--- src/rtl/nst_pkg.sv ---
package nst_pkg;

  localparam int unsigned TICK_W = 3;
  localparam int unsigned MODE_W = 2;

  typedef logic [TICK_W-1:0] tick_t;

  typedef enum logic [2:0] {
    ST_IDLE   = 3'd0,
    ST_WSETUP = 3'd1,
    ST_WLOW   = 3'd2,
    ST_WREC   = 3'd3,
    ST_RLOW   = 3'd4,
    ST_RREC   = 3'd5
  } nst_state_e;

  // Phase lengths in ticks (half system cycles), all at least one.
  typedef struct packed {
    tick_t w_pre;
    tick_t w_low;
    tick_t w_rec;
    tick_t r_low;
    tick_t r_rec;
  } nst_timing_t;

  function automatic logic [1:0] clamp_mode(input logic [MODE_W-1:0] m);
    return (m >= MODE_W'(2)) ? 2'd2 : m[1:0];
  endfunction

  function automatic nst_timing_t build_timing(input logic [1:0] wm, input logic [1:0] rm);
    nst_timing_t t;
    unique case (wm)
      2'd0:    begin t.w_pre = tick_t'(1); t.w_low = tick_t'(2); t.w_rec = tick_t'(1); end
      2'd1:    begin t.w_pre = tick_t'(1); t.w_low = tick_t'(3); t.w_rec = tick_t'(2); end
      default: begin t.w_pre = tick_t'(2); t.w_low = tick_t'(4); t.w_rec = tick_t'(2); end
    endcase
    unique case (rm)
      2'd0:    begin t.r_low = tick_t'(3); t.r_rec = tick_t'(1); end
      2'd1:    begin t.r_low = tick_t'(4); t.r_rec = tick_t'(2); end
      default: begin t.r_low = tick_t'(6); t.r_rec = tick_t'(2); end
    endcase
    return t;
  endfunction

endpackage

--- src/rtl/nst_rst_sync.sv ---
module nst_rst_sync #(
  parameter int unsigned STAGES = 2
) (
  input  logic clk,
  input  logic rst_n,
  output logic rst_n_sync
);

  logic [STAGES-1:0] sync_q;

  always_ff @(posedge clk or negedge rst_n) begin
    if (!rst_n) begin
      sync_q <= '0;
    end else begin
      sync_q <= {sync_q[STAGES-2:0], 1'b1};
    end
  end

  assign rst_n_sync = sync_q[STAGES-1];

endmodule

--- src/rtl/nst_mode_latch.sv ---
module nst_mode_latch
  import nst_pkg::*;
(
  input  logic              clk,
  input  logic              rst_n,
  input  logic              load,
  input  logic [MODE_W-1:0] wr_mode,
  input  logic [MODE_W-1:0] rd_mode,
  output nst_timing_t       t_live,
  output nst_timing_t       t_held
);

  localparam int unsigned NCH = 2;

  logic [MODE_W-1:0] mode_in [NCH];
  logic [MODE_W-1:0] mode_q  [NCH];
  logic [1:0]        live_c  [NCH];
  logic [1:0]        held_c  [NCH];

  assign mode_in[0] = wr_mode;
  assign mode_in[1] = rd_mode;

  for (genvar ch = 0; ch < NCH; ch++) begin : g_ch
    always_ff @(posedge clk or negedge rst_n) begin
      if (!rst_n) begin
        mode_q[ch] <= '0;
      end else if (load) begin
        mode_q[ch] <= mode_in[ch];
      end
    end
    assign live_c[ch] = clamp_mode(mode_in[ch]);
    assign held_c[ch] = clamp_mode(mode_q[ch]);
  end

  assign t_live = build_timing(live_c[0], live_c[1]);
  assign t_held = build_timing(held_c[0], held_c[1]);

endmodule

--- src/rtl/nst_phase_fsm.sv ---
module nst_phase_fsm
  import nst_pkg::*;
(
  input  logic        clk,
  input  logic        rst_n,
  input  logic        req_valid,
  input  logic        req_write,
  input  nst_timing_t t_live,
  input  nst_timing_t t_held,
  output logic        accept,
  output logic        capture,
  output logic        we_n,
  output logic        re_n,
  output logic        doe,
  output logic        ack
);

  nst_state_e st_q, st_d;
  tick_t      cnt_q, cnt_d;
  logic       last;

  always_comb begin
    st_d    = st_q;
    cnt_d   = cnt_q;
    accept  = 1'b0;
    last    = (cnt_q == '0);
    capture = (st_q == ST_RLOW) && last;
    unique case (st_q)
      ST_IDLE: begin
        if (req_valid) begin
          accept = 1'b1;
          if (req_write) begin
            st_d  = ST_WSETUP;
            cnt_d = t_live.w_pre - 1'b1;
          end else begin
            st_d  = ST_RLOW;
            cnt_d = t_live.r_low - 1'b1;
          end
        end
      end
      ST_WSETUP: begin
        if (last) begin
          st_d  = ST_WLOW;
          cnt_d = t_held.w_low - 1'b1;
        end else begin
          cnt_d = cnt_q - 1'b1;
        end
      end
      ST_WLOW: begin
        if (last) begin
          st_d  = ST_WREC;
          cnt_d = t_held.w_rec - 1'b1;
        end else begin
          cnt_d = cnt_q - 1'b1;
        end
      end
      ST_RLOW: begin
        if (last) begin
          st_d  = ST_RREC;
          cnt_d = t_held.r_rec - 1'b1;
        end else begin
          cnt_d = cnt_q - 1'b1;
        end
      end
      ST_WREC, ST_RREC: begin
        if (last) begin
          st_d  = ST_IDLE;
          cnt_d = '0;
        end else begin
          cnt_d = cnt_q - 1'b1;
        end
      end
      default: begin
        st_d  = ST_IDLE;
        cnt_d = '0;
      end
    endcase
  end

  // Strobes and enables are registered from the next state so pins never glitch.
  always_ff @(posedge clk or negedge rst_n) begin
    if (!rst_n) begin
      st_q  <= ST_IDLE;
      cnt_q <= '0;
      we_n  <= 1'b1;
      re_n  <= 1'b1;
      doe   <= 1'b0;
      ack   <= 1'b0;
    end else begin
      st_q  <= st_d;
      cnt_q <= cnt_d;
      we_n  <= (st_d != ST_WLOW);
      re_n  <= (st_d != ST_RLOW);
      doe   <= (st_d == ST_WSETUP) || (st_d == ST_WLOW) || (st_d == ST_WREC);
      ack   <= ((st_d == ST_WREC) || (st_d == ST_RREC)) && (cnt_d == '0);
    end
  end

endmodule

--- src/rtl/nst_datapath.sv ---
module nst_datapath #(
  parameter int unsigned DATA_W = 8
) (
  input  logic              clk,
  input  logic              rst_n,
  input  logic              load_wr,
  input  logic [DATA_W-1:0] wdata,
  input  logic              capture,
  input  logic [DATA_W-1:0] din,
  output logic [DATA_W-1:0] dout,
  output logic [DATA_W-1:0] rdata
);

  always_ff @(posedge clk or negedge rst_n) begin
    if (!rst_n) begin
      dout  <= '0;
      rdata <= '0;
    end else begin
      if (load_wr) begin
        dout <= wdata;
      end
      if (capture) begin
        rdata <= din;
      end
    end
  end

endmodule

--- src/rtl/nand_strobe_seq.sv ---
module nand_strobe_seq
  import nst_pkg::*;
#(
  parameter int unsigned DATA_W    = 8,
  parameter int unsigned RST_STAGE = 2
) (
  input  logic              clk,
  input  logic              rst_n,
  input  logic              req_valid,
  input  logic              req_write,
  input  logic [DATA_W-1:0] req_wdata,
  input  logic [MODE_W-1:0] wr_wait,
  input  logic [MODE_W-1:0] rd_wait,
  output logic              req_ack,
  output logic [DATA_W-1:0] rd_data,
  output logic              nand_we_n,
  output logic              nand_re_n,
  output logic [DATA_W-1:0] nand_dout,
  output logic              nand_doe,
  input  logic [DATA_W-1:0] nand_din
);

  logic        rst_n_i;
  logic        accept;
  logic        capture;
  nst_timing_t t_live;
  nst_timing_t t_held;

  nst_rst_sync #(.STAGES(RST_STAGE)) u_rst (
    .clk        (clk),
    .rst_n      (rst_n),
    .rst_n_sync (rst_n_i)
  );

  nst_mode_latch u_modes (
    .clk     (clk),
    .rst_n   (rst_n_i),
    .load    (accept),
    .wr_mode (wr_wait),
    .rd_mode (rd_wait),
    .t_live  (t_live),
    .t_held  (t_held)
  );

  nst_phase_fsm u_fsm (
    .clk       (clk),
    .rst_n     (rst_n_i),
    .req_valid (req_valid),
    .req_write (req_write),
    .t_live    (t_live),
    .t_held    (t_held),
    .accept    (accept),
    .capture   (capture),
    .we_n      (nand_we_n),
    .re_n      (nand_re_n),
    .doe       (nand_doe),
    .ack       (req_ack)
  );

  nst_datapath #(.DATA_W(DATA_W)) u_data (
    .clk     (clk),
    .rst_n   (rst_n_i),
    .load_wr (accept & req_write),
    .wdata   (req_wdata),
    .capture (capture),
    .din     (nand_din),
    .dout    (nand_dout),
    .rdata   (rd_data)
  );

endmodule

--- config.mk ---
export PLATFORM = sky130hd
export DESIGN_NAME = nand_strobe_seq
export DESIGN_NICKNAME = d
export VERILOG_FILES = /design/src/rtl/nst_pkg.sv /design/src/rtl/nst_rst_sync.sv /design/src/rtl/nst_mode_latch.sv /design/src/rtl/nst_phase_fsm.sv /design/src/rtl/nst_datapath.sv /design/src/rtl/nand_strobe_seq.sv
export SDC_FILE = /design/constraint.sdc
export NUM_CORES = 1
export LEC_CHECK = 0
export ABC_AREA = 1
export ABC_CLOCK_PERIOD_IN_PS = 1550
export CORE_ASPECT_RATIO = 1.75
export CORE_MARGIN = 2
export CORE_UTILIZATION = 46
export DETAILED_ROUTE_END_ITERATION = 10
export GPL_ROUTABILITY_DRIVEN = 0
export MAX_ROUTING_LAYER = met4
export PLACE_DENSITY_LB_ADDON = 0.25
export SKIP_LAST_GASP = 1
export SYNTH_ARGS = -nofsm -noshare
export SYNTH_HDL_FRONTEND = slang
export SYNTH_HIERARCHICAL = 1
export SYNTH_SLANG_ARGS = --single-unit
--- constraint.sdc ---
create_clock -name clk -period 1.55 [get_ports clk]
set_clock_uncertainty 0.15 [all_clocks]
set_input_delay 0.31 -clock clk [delete_from_list [all_inputs] [get_ports clk]]
set_output_delay 0.31 -clock clk [all_outputs]
set_load 0.02 [all_outputs]
Word level (Yosys, flattened, before mapping)
Index checks and enable logic that the tools add are counted.
Cells by class
  add/sub/neg operators: 6
  $mul: 0
  divide/modulo/power cells: 0
  order comparisons: 4
  equality and inequality tests: 15
  shift-type cells: 0
  muxes and demuxes: 24
  bitwise gates (word level): 1
  reductions and logical operators: 13
Operators by type and width (number)
  2-to-1 mux 3 bit: 12
  case mux 3 bit (5 select lines): 2
  case mux 6 bit (2 select lines): 2
  case mux 8 bit (2 select lines): 1
  equality test 3 x 2 -> 1 bit (second input constant): 4
  subtractor 3 x 1 -> 3 bit (second input constant): 4
  equality test 3 bit (second input constant): 3
  logical NOT 3 bit: 3
  equality test 2 x 1 -> 1 bit (second input constant): 4
  >= comparator 2 bit (second input constant): 4
  logical NOT 2 bit: 4
  2-to-1 mux 2 bit: 4
  equality test 3 x 1 -> 1 bit (second input constant): 2
  subtractor 2 x 1 -> 3 bit (second input constant): 2
  case mux 2 bit (2 select lines): 1
  logical OR 1 bit: 3
  inequality test 3 x 2 -> 1 bit (second input constant): 1
  inequality test 3 bit (second input constant): 1
  logical AND 1 bit: 2
  2-to-1 mux 1 bit: 2
  OR reduction 2 bit: 1
  bitwise AND 1 bit: 1
Word-level totals
  register bits after elaboration: 32
  bits in latches: 0
  memory bits (writable): 0
  memory bits (read-only): 0
  input bits: 24
  output and inout bits: 20
  word-level logic and storage cells: 74
  memories: 0

Longest topological paths before layout
Gate-level depths: netlist of run 1.
  depth in word-level cells: 10
  gate-level depth with buffers: 14
  depth with buffers taken out: 13

By module
The synthesis of run 1 kept the hierarchy.
By module, submodules not included
  nst_phase_fsm: times used 1, cells an instance 129, area an instance 883.3 um2, sequential area each 252.7 um2
  nst_datapath: times used 1, cells an instance 68, area an instance 610.6 um2, sequential area each 400.4 um2
  nst_mode_latch: times used 1, cells an instance 52, area an instance 332.8 um2, sequential area each 100.1 um2
  nst_rst_sync: times used 1, cells an instance 3, area an instance 53.8 um2, sequential area each 50.0 um2
  nand_strobe_seq: times used 1, cells an instance 2, area an instance 7.5 um2, sequential area each 0.0 um2

Worst setup path after synthesis of run 1
OpenSTA, ideal clock, no wires.
  path kind: input -> register
  from: input port rd_wait[1]
  to: register u_fsm.ack
  setup time: 117 ps
  arrival: 1459 ps
  data required time: 1283 ps
  path slack: -176 ps
  cell stages on the path: 13
  path buffers: 1
  path through: nor2_1 buf_4 or2_2 nand2_1 ha_1 nand2_1 o21ai_0 nor2_1 a21oi_2 nand3_1 nor2_1 nand2_1 nor2_2
RTL lines
  from (decl): line nand_strobe_seq.sv:13  | input logic [MODE_W-1:0] rd_wait,
  to (signal assigned): line nst_phase_fsm.sv:95  | ack <= ((st_d == ST_WREC) || (st_d == ST_RREC)) && (cnt_d == '0);
  to (decl): line nst_phase_fsm.sv:15  | output logic ack

==> results.py, run 1 <==
metrics = {
    "status": {
        "status": "complete, but fails checks",
        "violations": "setup timing",
    },
    "critical_path": {
        "required_ns": 1.62,
        "crit_top_cell": "nor2_2",
        "critPathMaxStageDelay_ns": 0.45,
        "slowest_stage": "dfrtp_2",
        "cp-end-kind": "flop",
        "cp-start-kind": "flop",
        "path_cells": "nor2_2 > inv_2 > ha_4 > or2_4 > nand3_2 > o21ai_1 > nand3b_1 > nor2_2",
        "worstPathArrival_ns": 1.77,
        "critPathKind": "reg2reg",
        "worstPathMaxFanout": 5,
    },
    "global_routing": {
        "grt_max_degree": 31,
        "antenna_found_initial": 0,
        "grt_pass1_vias": 1571,
        "grt-ovfl-total": 0,
        "grt_pass1_wl_um": 6560,
        "grt_util_all_layers": 0.202,
    },
    "detailed_routing": {
        "route.detailed.drc": 0,
        "route.met2.wl_um": 2290,
        "route.vias.total": 1653,
        "wl_per_cell_um": 11.6,
        "ant_nets": 0,
        "drt-total-wl_um": 4170,
        "met1_length_um": 1560,
        "drt_pass1_iterations": 4,
        "wl_met3_um": 145,
        "avgViaCountPerCell": 4.60,
        "drt_iter0_drc": 28,
        "top_layer": "met4",
    },
    "run": {
        "maxCapViolations": 0,
    },
    "timing": {
        "setup_slack_ns": -0.156,
        "drv_slew": 0,
        "fin_setup_tns_ns": -0.380,
        "timing.fmax_mhz": 586,
        "setup_viol": 6,
        "hold_violations": 0,
        "rsz0062_at_grt": "yes",
        "period_minus_slack_ns": 1.71,
        "fin_crit_sh": 1.10,
    },
    "final_layout": {
        "fillCellCount": 348,
        "synthToLayoutAreaGrowth_pct": 46.9,
        "multi_input_area_um2": 928,
        "n_antenna_cell": 0,
        "drive_above_1_share": 0.328,
        "stdcell_area_um2": 2660,
        "num-nets-final": 340,
        "regArea_um2": 806,
    },
    "power": {
        "ir_worst_vdd_mv": 1.24,
        "power_density_nw_per_um2": 2150,
        "clkPwrFrac": 0.135,
        "p_comb_frac": 0.601,
        "swShare": 0.434,
        "p_leak_uw": 0.00141,
        "power_switching_uw": 2480,
        "p_int_uw": 3240,
        "p_seq_frac": 0.264,
    },
    "floorplanning": {
        "die_y_um": 87.1,
        "num_rows": 30,
        "core_um2": 3830,
        "start_util": 0.474,
        "dieArea_um2": 4480,
        "die_w_um": 51.5,
        "io_pins": 44,
    },
    "clock_network": {
        "cts_max_level": 2,
        "cts_tree": "yes",
        "path_clk_slew_ns": 0.06,
        "root_buffer": "clkbuf_8",
        "cts_hold_buf": 0,
        "clk_latency_ns": 0.28,
        "clock_sinks": 32,
        "cts_max_path_buffers": 2,
        "cts_buffers": 5,
    },
    "place": {
        "dpl_worst_slack_ns": -0.659,
        "place_area_um2": 2410,
        "dpl.hpwl_um": 2990,
        "place.port_buffers": 43,
    },
    "synth": {
        "syn_area_per_cell_um2": 7.52,
        "syn-cell-area_um2": 1810,
        "yosysWarnings": 6,
        "synthCells": 241,
    },
    "min_path": {
        "hold_class": "in2async",
    },
}
[cell usage in the layout (no fill, tap or decap), types with 9 or more instances in the layout]
cell / count
nor2_1: 10
inv_2: 17
nand2_1: 86
nand2_2: 9
nor2_2: 11
nand3_1: 9
dlygate4sd2_1: 20
buf_4: 26
dfrtp_1: 28
clkdlybuf4s50_1: 18
inv_1: 16
[metrics by stage]
stage          instances  utilization  hold WS [ns]  total power, µW
2_1_floorplan        243            -        -0.136             3320
3_3_place_gp         345        0.629         0.115             4480
3_5_place_dp         345        0.629         0.117             4520
4_1_cts              355        0.663        0.0243             5320
5_1_grt              359        0.696        0.0338             6180
6_report             359        0.696        0.0325             5720
[critical path, delay by kind of cell (launching register included)]
family	cells	cell delay, ns
adders and majority gates	1	0.15
AOI/OAI and AO/OA	1	0.07
buffers and inverters	1	0.05
and+or+nand+nor	5	0.77
DFF	1	0.45
[final timing paths]
kind / start / end / slack, ns / cells after the start
max: u_modes/mode_q[3]$_DFFE_PN0P_ / u_fsm/ack$_DFF_PN0_ / -0.16 / 8
min: rst_n / u_rst/sync_q[1]$_DFF_PN0_ / 0.03 / 1
max reg2reg: u_modes/mode_q[3]$_DFFE_PN0P_ / u_fsm/ack$_DFF_PN0_ / -0.16 / 8
min in group clk: rd_wait[1] / u_modes/mode_q[1]$_DFFE_PN0P_ / 0.12 / 3
min reg2reg: u_rst/sync_q[1]$_DFF_PN0_ / u_data/dout[3]$_DFFE_PN0P_ / 0.10 / 1
max in group asynchronous: u_rst/sync_q[1]$_DFF_PN0_ / u_fsm/re_n$_DFF_PN1_ / 0.84 / 1
[what timing repair did]
item                       CTS  global route
pin swaps                    7            19
setup endpoints to repair   36            23
buffers inserted             2             4
gates resized for setup     40            30
[state kept, by name, indices dropped and copies added, names as in the netlist, 2 cells and up]
name	count
u_fsm/cnt_q	3
u_modes/mode_q	4
u_fsm/st_q	3
u_data/rdata	8
u_data/dout	8
u_rst/sync_q	2
[cell type report]
type | count | area share
clock buffers | 6 | 0.0272
clock inverters | 2 | 0.0132
inverters | 33 | 0.0465
multi-input cells | 166 | 0.349
flip-flops and latches | 32 | 0.302
well taps | 48 | 0.0225
repair buffers | 72 | 0.240
[per-layer routing]
metal / global-route usage / up-vias
met3: 0.0344 / 12
met2: 0.354 / 36
met4: 0.146 / 0
li1: - / 858
met5: - / -
met1: 0.191 / 747
[power groups by stage]
stage / Clock (µW) / Combinational [µW] / Sequential (µW)
floorplan: 0 / 1560 / 1760
global placement: 0 / 3000 / 1470
detailed placement: 0 / 3040 / 1480
CTS: 799 / 3050 / 1470
global route: 830 / 3800 / 1550
finish: 772 / 3440 / 1510
Power figures use the tool's default switching activity.
==> run 2, diff against run 1 <==
- GPL_ROUTABILITY_DRIVEN: 0 -> not set
==> results.py, run 2 (synthesized netlist as in run 1, its figures left out) <==
metrics = {
    "status": {
        "status": "complete, but fails checks",
        "violations": "setup timing",
    },
    "detailed_routing": {
        "avgViaCountPerCell": 4.67,
        "route.detailed.drc": 0,
        "wl_per_cell_um": 11.6,
        "drt-total-wl_um": 4100,
        "drt_iter0_drc": 46,
        "route.vias.total": 1658,
        "ant_nets": 0,
        "drt_pass1_iterations": 4,
    },
    "timing": {
        "timing.fmax_mhz": 593,
        "rsz0062_at_grt": "yes",
        "timing.hold.ws_ns": 0.0270,
        "hold_violations": 0,
        "setup_viol": 2,
        "fin_crit_sh": 1.09,
        "setup_slack_ns": -0.137,
        "drv_slew": 0,
        "period_minus_slack_ns": 1.69,
        "fin_setup_tns_ns": -0.242,
    },
    "final_layout": {
        "synthToLayoutAreaGrowth_pct": 46.2,
        "fillCellCount": 327,
        "n_antenna_cell": 0,
        "regArea_um2": 805,
        "multi_input_area_um2": 945,
        "num-nets-final": 336,
        "final_cell_mix": "86 x nand2_1, 29 x dfrtp_1, 22 x buf_4",
        "final_common_cell": "nand2_1",
        "reg_top3": "u_data/dout (8), u_data/rdata (8), u_modes/mode_q (4)",
        "drive_above_1_share": 0.319,
    },
    "critical_path": {
        "crit_family": "simple AND/OR/NAND/NOR gates",
        "crit_top_cell": "inv_2",
        "worstPathMaxFanout": 3,
        "required_ns": 1.62,
        "cp-end-kind": "flop",
        "critPathMaxStageDelay_ns": 0.43,
        "slowest_stage": "dfrtp_1",
        "cp-start-kind": "flop",
        "cp_num_cells": 9,
        "path_cells": "inv_2 > nor2_4 > inv_2 > ha_4 > or2_4 > nand3_2 > o21ai_2 > nand3b_1 > nor2_2",
        "worstPathArrival_ns": 1.76,
        "critPathKind": "reg2reg",
        "path_buf_inv": 2,
        "rr_worst_depth": 9,
    },
    "power": {
        "power_density_nw_per_um2": 2150,
        "p_leak_uw": 0.00139,
        "ir_worst_vdd_mv": 1.16,
    },
    "floorplanning": {
        "core_um2": 3830,
        "start_util": 0.474,
        "die_y_um": 87.1,
        "dieArea_um2": 4480,
        "die_w_um": 51.5,
        "io_pins": 44,
        "num_rows": 30,
    },
    "clock_network": {
        "cts_tree": "yes",
        "cts_max_level": 2,
        "cts_buffers": 5,
        "path_clk_slew_ns": 0.07,
        "cts_max_path_buffers": 2,
        "root_buffer": "clkbuf_8",
        "clk_latency_ns": 0.28,
        "clock_sinks": 32,
        "cts_hold_buf": 0,
    },
    "global_routing": {
        "grt_pass1_vias": 1608,
        "grt_pass1_wl_um": 6690,
        "grt_max_degree": 31,
        "grt_util_all_layers": 0.210,
        "grt-ovfl-total": 0,
        "antenna_found_initial": 0,
    },
    "place": {
        "gp_congestion": 0.869,
        "place.port_buffers": 43,
        "dpl.hpwl_um": 3140,
    },
    "run": {
        "maxCapViolations": 0,
    },
    "min_path": {
        "hold_class": "in2async",
    },
}
[run 2: path summary, 6_finish.rpt]
check	start	endpoint	slack, ns
max	u_modes/mode_q[2]$_DFFE_PN0P_	u_fsm/ack$_DFF_PN0_	-0.14
min	rst_n	u_rst/sync_q[1]$_DFF_PN0_	0.03
max reg2reg	u_modes/mode_q[2]$_DFFE_PN0P_	u_fsm/ack$_DFF_PN0_	-0.14
min reg2reg	u_rst/sync_q[1]$_DFF_PN0_	u_fsm/doe$_DFF_PN0_	0.10
max in group asynchronous	u_rst/sync_q[1]$_DFF_PN0_	u_fsm/re_n$_DFF_PN1_	0.84
min in group clk	rd_wait[1]	u_modes/mode_q[1]$_DFFE_PN0P_	0.11
[run 2: where the power goes]
group          internal, µW  leakage [µW]  switching, µW
clock network           475     0.0000541            320
logic                  1490      0.000949           1930
registers              1230      0.000390            261
total                  3200       0.00139           2520
[run 2: per-layer routing]
metal,wire (µm),share of wire,GRT usage,up-vias
li1,-,-,-,853
met1,1490,0.36,0.203,746
met4,195,0.048,0.134,0
met2,2270,0.55,0.368,42
met3,145,0.035,0.0412,17
met5,0,0,-,-
[run 2: cell type report]
type	instances	share of cell area
clock inverter	3	0.0161
timing repair buffer	68	0.229
inverter	33	0.0467
multi-input combinational	166	0.356
tap	48	0.0227
sequential	32	0.304
clock buffer	5	0.0260
[run 2: what timing repair did]
item	in CTS	in global routing
setup endpoints to repair	37	22
resized for setup	46	28
setup buffers	3	2
pin swaps	14	20
[run 2: metrics by stage]
step                total power [µW]  cells  worst slack [ns]  cell area, µm²   util
detailed placement              4560    343            -0.671            2390  0.625
finish                          5710    355            -0.137            2650  0.692
global route                    6180    355            -0.226            2650  0.692
global placement                4490    343            -0.609            2390  0.625
CTS                             5440    353            -0.181            2550  0.667
floorplan                       3320    243            -0.108            1830      -
==> run 3, diff against run 2 <==
- MAX_ROUTING_LAYER: met4 -> not set
==> results.py, run 3 (synthesized netlist as in run 1, its figures left out) <==
metrics = {
    "timing": {
        "drv_slew": 0,
        "fin_crit_sh": 1.12,
        "setup_viol": 5,
        "hold_violations": 0,
        "setup_slack_ns": -0.185,
        "period_minus_slack_ns": 1.74,
        "timing.fmax_mhz": 576,
        "rsz0062_at_grt": "yes",
    },
    "critical_path": {
        "rr_worst_depth": 9,
        "cp-end-kind": "flop",
        "r2r_slack_ns": -0.19,
        "required_ns": 1.62,
        "worstPathArrival_ns": 1.80,
        "worstPathMaxFanout": 4,
        "cp-start-kind": "flop",
        "critPathKind": "reg2reg",
    },
    "place": {
        "gp_congestion": 0.857,
        "place.port_buffers": 43,
        "dpl.hpwl_um": 3180,
    },
    "detailed_routing": {
        "wl_per_cell_um": 12.1,
        "drt_pass1_iterations": 4,
        "drt_iter0_drc": 19,
        "route.vias.total": 1664,
        "drt-total-wl_um": 4360,
        "route.detailed.drc": 0,
        "avgViaCountPerCell": 4.64,
        "ant_nets": 0,
    },
    "clock_network": {
        "clk_latency_ns": 0.28,
        "path_clk_slew_ns": 0.06,
        "root_buffer": "clkbuf_8",
        "cts_max_path_buffers": 2,
        "cts_buffers": 5,
        "clock_sinks": 32,
        "cts_max_level": 2,
        "cts_hold_buf": 0,
        "cts_tree": "yes",
    },
    "final_layout": {
        "fin_util": 0.699,
        "n_antenna_cell": 0,
        "num-nets-final": 340,
        "reg_top3": "u_data/dout (8), u_data/rdata (8), u_modes/mode_q (4)",
        "final_cell_mix": "85 x nand2_1, 28 x dfrtp_1, 27 x buf_4",
        "synthToLayoutAreaGrowth_pct": 47.6,
        "drive_above_1_share": 0.328,
        "final_common_cell": "nand2_1",
    },
    "power": {
        "p_leak_uw": 0.00142,
        "p_total_uw": 5810,
        "ir_worst_vdd_mv": 1.73,
        "power_density_nw_per_um2": 2170,
    },
    "min_path": {
        "hold_class": "in2async",
    },
    "global_routing": {
        "grtUsageMet2": 0.403,
        "grt_pass1_wl_um": 6930,
        "use_met1": 0.207,
        "use_met3": 0.0481,
        "grt_util_all_layers": 0.212,
        "antenna_found_initial": 0,
        "top_usage_layer": "met2",
        "grt_max_degree": 31,
        "grt_pass1_vias": 1601,
        "grt-ovfl-total": 0,
    },
    "floorplanning": {
        "die_y_um": 87.1,
        "num_rows": 30,
        "core_um2": 3830,
        "start_util": 0.474,
        "io_pins": 44,
        "die_w_um": 51.5,
        "dieArea_um2": 4480,
    },
    "status": {
        "status": "complete, but fails checks",
        "violations": "setup timing",
    },
    "run": {
        "maxCapViolations": 0,
    },
}
## run 3: power by group
part           internal, µW  switching [µW]
Combinational          1560            1980
Sequential             1240             260
Clock                   476             298
## run 3: metal layers
metal / vias to the layer above / share of wire
li1: 855 / -
met5: - / 0
met2: 38 / 0.59
met4: 0 / 0.027
met1: 760 / 0.35
met3: 11 / 0.035
## run 3: final timing paths
path                                               startpoint                             to
worst max-delay path            u_modes/mode_q[3]$_DFFE_PN0P_            u_fsm/ack$_DFF_PN0_
worst min-delay path                                    rst_n      u_rst/sync_q[1]$_DFF_PN0_
worst max register to register  u_modes/mode_q[3]$_DFFE_PN0P_            u_fsm/ack$_DFF_PN0_
worst min register to register      u_rst/sync_q[1]$_DFF_PN0_            u_fsm/ack$_DFF_PN0_
max in group asynchronous           u_rst/sync_q[1]$_DFF_PN0_           u_fsm/re_n$_DFF_PN1_
min in group clk                                   rd_wait[1]  u_modes/mode_q[1]$_DFFE_PN0P_
## run 3: worst max-delay path, cell delays in order, from the launching register on
cell,delay [ns]
dfrtp_2,0.44
nor2_4,0.14
inv_2,0.06
ha_4,0.26
nor2_1,0.04
o21ai_2,0.19
nand3_2,0.10
nor2_2,0.11
nand2_1,0.07
nor2_2,0.09
## run 3: repair_timing
action	CTS	global route
buffers inserted	4	5
endpoints found under the setup margin	36	24
resized for setup	43	29
pin swaps	11	14
## run 3: cell type report
class                           instances  area, µm²
Multi-Input combinational cell        166        941
Fill cell                             358       1150
Clock buffer                            6       72.6
Clock inverter                          2       35.0
Inverter                               33        126
Tap cell                               48       60.1
Timing Repair Buffer                   72        634
Sequential cell                        32        806
## run 3: metrics by stage
step / setup TNS (ns) / hold slack, ns / instance area (µm²) / setup WS, ns / instances
4_1_cts: -0.333 / 0.0242 / 2550 / -0.179 / 354
3_5_place_dp: -5.88 / 0.121 / 2390 / -0.651 / 343
5_1_grt: -1.30 / 0.0200 / 2680 / -0.328 / 359
2_1_floorplan: -0.108 / -0.136 / 1830 / -0.108 / 243
6_report: -0.462 / 0.0343 / 2680 / -0.185 / 359
3_3_place_gp: -5.54 / 0.114 / 2390 / -0.609 / 343
